`config.mk`:
```
export PLATFORM = sky130hd
export DESIGN_NAME = tick_cmp_timer
export DESIGN_NICKNAME = d
export VERILOG_FILES = /design/src/rtl/tick_cmp_pkg.sv /design/src/rtl/tc_counter.sv /design/src/rtl/tc_compare.sv /design/src/rtl/tc_irq.sv /design/src/rtl/tick_cmp_timer.sv
export SDC_FILE = /design/constraint.sdc
export NUM_CORES = 1
export LEC_CHECK = 0
export CORE_MARGIN = 2
export CORE_UTILIZATION = 46
export CTS_CLUSTER_DIAMETER = 50
export DETAILED_ROUTE_END_ITERATION = 10
export PLACE_DENSITY = 0.91
export SLEW_MARGIN = 15
export SYNTH_ARGS = -nofsm -noshare
export SYNTH_HDL_FRONTEND = slang
export SYNTH_SLANG_ARGS = --single-unit
export TNS_END_PERCENT = 10
```
`constraint.sdc`:
```
create_clock -name clk -period 4.8 [get_ports clk]
set_clock_uncertainty 0.1 [all_clocks]
set_input_delay 1.44 -clock clk [delete_from_list [all_inputs] [get_ports clk]]
set_output_delay 1.44 -clock clk [all_outputs]
set_load 0.01 [all_outputs]
```
`src/rtl/tick_cmp_pkg.sv`:
```
package tick_cmp_pkg;

    localparam int unsigned CNT_W = 32;
    localparam int unsigned SEL_W = 3;
    localparam int unsigned LINES = 1 << SEL_W;

    typedef logic [CNT_W-1:0] word_t;
    typedef logic [SEL_W-1:0] sel_t;
    typedef logic [LINES-1:0] lines_t;

    localparam word_t CNT_RST = word_t'(1);
    localparam word_t CMP_RST = word_t'(0);

    typedef struct packed {
        logic pend;
        logic ti;
    } irq_state_t;

    // Acknowledge dominates a simultaneous match; status moves only with the feature flag.
    function automatic irq_state_t irq_next(irq_state_t cur, logic hit, logic ack, logic rel2);
        irq_state_t nxt;
        nxt = cur;
        if (ack)      nxt.pend = 1'b0;
        else if (hit) nxt.pend = 1'b1;
        if (rel2) begin
            if (ack)      nxt.ti = 1'b0;
            else if (hit) nxt.ti = 1'b1;
        end
        return nxt;
    endfunction

endpackage

```
`src/rtl/tc_counter.sv`:
```
module tc_counter
    import tick_cmp_pkg::*;
(
    input  logic  clk,
    input  logic  rst,
    input  logic  tick_en,
    input  logic  hold,
    input  logic  we,
    input  word_t wdata,
    input  word_t cmp_q,
    output word_t cnt_q,
    output logic  hit
);

    logic  advance;
    word_t cnt_d;

    always_comb begin
        advance = tick_en && !hold;
        if (we)           cnt_d = wdata;
        else if (advance) cnt_d = cnt_q + word_t'(1);
        else              cnt_d = cnt_q;
        hit = !hold && (we || advance) && (cnt_d == cmp_q);
    end

    always_ff @(posedge clk) begin
        if (rst) cnt_q <= CNT_RST;
        else     cnt_q <= cnt_d;
    end

endmodule

```
`src/rtl/tc_compare.sv`:
```
module tc_compare
    import tick_cmp_pkg::*;
(
    input  logic  clk,
    input  logic  rst,
    input  logic  we,
    input  word_t wdata,
    output word_t cmp_q
);

    always_ff @(posedge clk) begin
        if (rst)     cmp_q <= CMP_RST;
        else if (we) cmp_q <= wdata;
    end

endmodule

```
`src/rtl/tc_irq.sv`:
```
module tc_irq
    import tick_cmp_pkg::*;
(
    input  logic   clk,
    input  logic   rst,
    input  logic   hit,
    input  logic   ack,
    input  logic   rel2,
    input  sel_t   sel,
    output logic   ti,
    output lines_t vec
);

    irq_state_t st_q;

    always_ff @(posedge clk) begin
        if (rst) st_q <= '0;
        else     st_q <= irq_next(st_q, hit, ack, rel2);
    end

    assign ti = st_q.ti;

    for (genvar i = 0; i < LINES; i++) begin : g_line
        assign vec[i] = st_q.pend && (sel == sel_t'(i));
    end

endmodule

```
`src/rtl/tick_cmp_timer.sv`:
```
module tick_cmp_timer
    import tick_cmp_pkg::*;
(
    input  logic        clk,
    input  logic        rst,
    input  logic        tick_en,
    input  logic        cnt_we,
    input  logic [31:0] cnt_wdata,
    input  logic        cmp_we,
    input  logic [31:0] cmp_wdata,
    input  logic        cnt_hold,
    input  logic [2:0]  irq_sel,
    input  logic        rel2_en,
    output logic [31:0] cnt_val,
    output logic [31:0] cmp_val,
    output logic        ti_flag,
    output logic [7:0]  irq_vec
);

    word_t cmp_q;
    word_t cnt_q;
    logic  hit;

    tc_compare u_cmp (
        .clk   (clk),
        .rst   (rst),
        .we    (cmp_we),
        .wdata (cmp_wdata),
        .cmp_q (cmp_q)
    );

    tc_counter u_cnt (
        .clk     (clk),
        .rst     (rst),
        .tick_en (tick_en),
        .hold    (cnt_hold),
        .we      (cnt_we),
        .wdata   (cnt_wdata),
        .cmp_q   (cmp_q),
        .cnt_q   (cnt_q),
        .hit     (hit)
    );

    tc_irq u_irq (
        .clk  (clk),
        .rst  (rst),
        .hit  (hit),
        .ack  (cmp_we),
        .rel2 (rel2_en),
        .sel  (irq_sel),
        .ti   (ti_flag),
        .vec  (irq_vec)
    );

    assign cnt_val = cnt_q;
    assign cmp_val = cmp_q;

endmodule

```
# Yosys cells after proc, flatten, opt, wreduce, memory -nomap -nowiden
# Index checks and enable logic that the tools add are counted.
# totals
register_bits	66
latchBits	0
ram_bits	0
romBits	0
inputBits	74
out_inout_bits	73
n_memories	0
# op_classes
n_addsub	1
mul	0
n_div	0
n_lt_le_gt_ge	0
n_eq_ne	8
shifts	0
n_mux	4
bitwise	0
reduce_logical	17
# op_table
op	n
32-bit 2-to-1 mux	2
32-bit by 1-bit adder with 32-bit output (second input constant)	1
32-bit equality test	1
3-bit equality test (second input constant)	4
1-bit logical AND	11
3-bit by 2-bit equality test with 1-bit output (second input constant)	2
3-bit by 1-bit equality test with 1-bit output (second input constant)	1
3-bit logical NOT	1
1-bit 2-to-1 mux	2
2-bit AND reduction	1
2-bit nonzero test	1
2-bit OR reduction	1
1-bit logical NOT	1
1-bit logical OR	1

# Logic depth before layout (Yosys ltp)
# logic_depth
depth_word	8
mapped_depth	10

# Hierarchy
# A second synthesis with hierarchy kept.
# hier_totals
cells_unflattened	545
area_unflattened_um2	4451.8
# by_module_without_submodules
mod	n_inst	cells_per_inst	area_per_inst_um2	seq_area_each_um2
tc_counter	1	423	3158.0	640.6
tc_compare	1	103	1163.6	640.6
tc_irq	1	19	130.1	40.0

# Worst setup path before layout
# Ideal clock, no wire load.
# synth_timing
kind	input to register
startpoint	in cnt_hold
endpoint	reg u_irq.st_q[1] in the netlist's numbering
setup_time_ns	0.096
t_arrival_ns	3.645
required_ns	4.604
slack_ns	0.959
path_stages	9
n_path_buf	1
path_cell_list	nand4b_2 or4_1 buf_2 or4_1 a31oi_1 xnor2_1 o2111a_1 nand4_1 o41ai_2
# synth_via
elab_chain_cells	6
# synth_rtl
item	line	source
from (decl)	tick_cmp_timer.sv:11	input logic cnt_hold,
1-bit logical NOT (*)	tc_counter.sv:19, tc_counter.sv:23	
1-bit logical AND	tc_counter.sv:19	advance = tick_en && !hold;
32-bit 2-to-1 mux	tc_counter.sv:21	else if (advance) cnt_d = cnt_q + word_t'(1);
32-bit 2-to-1 mux	tc_counter.sv:20	if (we) cnt_d = wdata;
32-bit equality test	tc_counter.sv:23	hit = !hold && (we || advance) && (cnt_d == cmp_q);
1-bit logical AND (*)	tc_counter.sv:23	
to (signal assigned)	tc_irq.sv:18	else st_q <= irq_next(st_q, hit, ack, rel2);
to (decl)	tc_irq.sv:14	irq_state_t st_q;
# Every way passes the cells marked *; elsewhere a longest branch is shown, timed or not.
# A chain may end at the register's enable or synchronous reset.

# Worst setup path in the final report
# Ends and elaborated chain as after synthesis.

==> reports/results.txt <==
EDFF count, synth: 0
required time worst endpoint: 4960 ps
Synth Register Bits: 66
dpl hpwl: 11.4 mm
Least-Margin Pin Slew: 1050 ps
area delta synth->final: 42.3%
Initial Util: 46.6%
post-synth top area share: 31.1%
die height: 100 um
Final Slew Violations: 0
CTS resizes: 0
largest net degree at the start of global routing: 47
core area: 9110 um2
total track usage: 30.3%
Distinct cells, synth: 63
Worst setup SP type: input pin
hold crit path type: flip-flop to flip-flop
Max-Cap Viols: 0
Mean Syn Cell Area: 8.00 um2
worst skew pair latency: 370 ps
total gr overflow: 0
Peak Freq: 230 MHz
Critical Path End Type: flip-flop
WS Path Type: input pin to flip-flop
IO Pins: 147
endpoints failing hold: 0
reg-to-reg slack, setup: 1410 ps
worst setup margin: 450 ps
Synth Instances: 531
Seq/Total Area, Yosys: 31.1%
min Tclk post-route: 4350 ps
IR drop worst, VDD: 0.171 mV
Synth async-reset ratio: 0%
Synth Warn #: 0
DRC: 0
Max Buffers Root-to-Sink: 2
Die Span X: 100 um
status: finished clean
Fillers: 791
post-detailed-routing wire length: 15.2 mm
Clock Tree Root: clkbuf_8
clock slew at reported path FFs: 80 ps
initial antenna violation count: 0
placed cell count: 762
mean number of vias per cell: 5.89
WHS Path Cells: 2
Slew headroom: 29.9%
drt pass-1 iters: 7
die area: 10000 um2
H-tree Lvls: 3
via count: 4585
Pleak: 2.19 nW
RSZ-0062 raised after global routing: no
final instance count without filler cells: 778
WL/cell: 19.6 um
Synth Flop Type: dfxtp_1
post-CTS setup buffer count: 0
area leader, netlist: dfxtp_1
share of layout cells above drive strength 1: 6.30%
Setup Total Neg Slack: 0 ps
Port Buffers: 146
crit path DAT: 4510 ps
Final setup viols: 0
Final nets: 737
hold_buf cts: 0
dpl ws: 209 ps
PwrDens: 268 nW/um2
synthesized area: 4250 um2
most area-consuming cells after synthesis: dfxtp_1, mux2i_1, xnor2_1
first-pass GRT wire length: 23.7 mm
vias in the first global route: 4391
Starting DRT DRC Count: 275
period utilization: 90.6%
# diodes: 0
Final ANT Viol Nets: 0
Worst Reg2Reg Path Length in Cells: 8
synthesized net count: 606
row count: 35
CP max FO: 7
cts bufs inserted: 9
gpl congestion: 0.930
clk sinks: 66
CTS tree: built
[kinds of logic after synthesis]
group           after synthesis  synth area share, %
xor+xnor                     66                 13.6
mux                          38                 9.04
fa+ha+maj                     1                0.294
compound gates               84                 14.8
simple gates                229                 26.9
buf+inv                      47                 4.24
flops                        66                 31.1
[cells in the final DEF, fill, tap and decap left out, drive strengths merged, types with 4 or more instances in the layout]
cell             n
a211oi          15
buf             13
inv             10
a31oi            7
nor2            93
or4              4
clkbuf          12
xnor2           40
xor2            26
nor2b            7
o31ai            6
dfxtp           66
mux2i           35
nand4           15
nor3            19
nand3           15
or2              4
nand2           32
o21ai            7
a21oi           17
nand2b           6
nor4             9
or3             10
clkdlybuf4s50  144
[report_power, final]
| group | internal [mW] | total, mW | switching (mW) | leakage [nW] |
|---|---|---|---|---|
| Combinational | 0.201 | 0.364 | 0.163 | 1.52 |
| Clock | 0.374 | 0.616 | 0.242 | 0.123 |
| Sequential | 0.581 | 0.642 | 0.0610 | 0.546 |
[path summary, 6_finish.rpt]
| check | startpoint | end |
|---|---|---|
| worst min register to register | u_irq.ti$_SDFFE_PP0P_ | u_irq.ti$_SDFFE_PP0P_ |
| worst min-delay path | u_irq.ti$_SDFFE_PP0P_ | u_irq.ti$_SDFFE_PP0P_ |
| worst max-delay path | cnt_hold | u_irq.st_q[1]$_SDFFE_PP0P_ |
| worst max register to register | u_cnt.cnt_q[5]$_SDFF_PP0_ | u_irq.st_q[1]$_SDFFE_PP0P_ |
[stage by stage]
stage               area (um2)  hold WS (ps)  power [mW]  util, %
floorplan                 4250           350       0.821        -
global placement          5790           341        1.01     63.6
detailed placement        5790           359        1.01     63.6
CTS                       6040           370        1.62     66.4
global route              6040           393        1.68     66.4
finish                    6040           366        1.62     66.4
[cell usage after synthesis, types with 3 or more instances]
library cell / number
a211oi_1: 14
a21oi_1: 17
a221oi_1: 3
a31oi_1: 7
and3_1: 3
buf_1: 5
buf_2: 3
clkbuf_1: 29
dfxtp_1: 66
inv_1: 10
mux2_2: 3
mux2i_1: 35
nand2_1: 32
nand2b_1: 6
nand3_1: 15
nand4_1: 14
nor2_1: 93
nor2b_1: 7
nor3_1: 19
nor4_1: 7
nor4b_1: 3
o21a_1: 3
o21ai_0: 6
o31ai_1: 5
or2_2: 3
or3_1: 10
or4_1: 4
xnor2_1: 40
xor2_1: 26
[flip-flops by register name (all words and copies together) (netlist names)]
register,count
u_cnt.cnt_q,32
u_cmp.cmp_q,32
u_irq.ti,1
u_irq.st_q,1
[worst max-delay path, cell delays in order]
cell and delay (ps):
clkdlybuf4s50_1 510, nand2b_1 280, or4_1 700, a221oi_1 320, a21oi_1 110, a311o_1 270, nor4_1 320, nand4_1 240
o41ai_2 310
[area by class of cell]
cell class / count / area (um2) / area share, %
Inverter: 10 / 37.5 / 0.621
Timing Repair Buffer: 157 / 1550 / 25.6
Multi-Input combinational cell: 418 / 2750 / 45.5
Clock inverter: 4 / 97.6 / 1.61
Clock buffer: 12 / 155 / 2.57
Tap cell: 111 / 139 / 2.30
Sequential cell: 66 / 1320 / 21.9
[routing by layer]
metal / global-route usage (%) / routed length [um]
met5: 0 / 0
met1: 41.3 / 6790
met2: 48.5 / 6930
met3: 6.89 / 1240
met4: 8.22 / 259
Note: power is estimated with default switching activity, not from simulation.
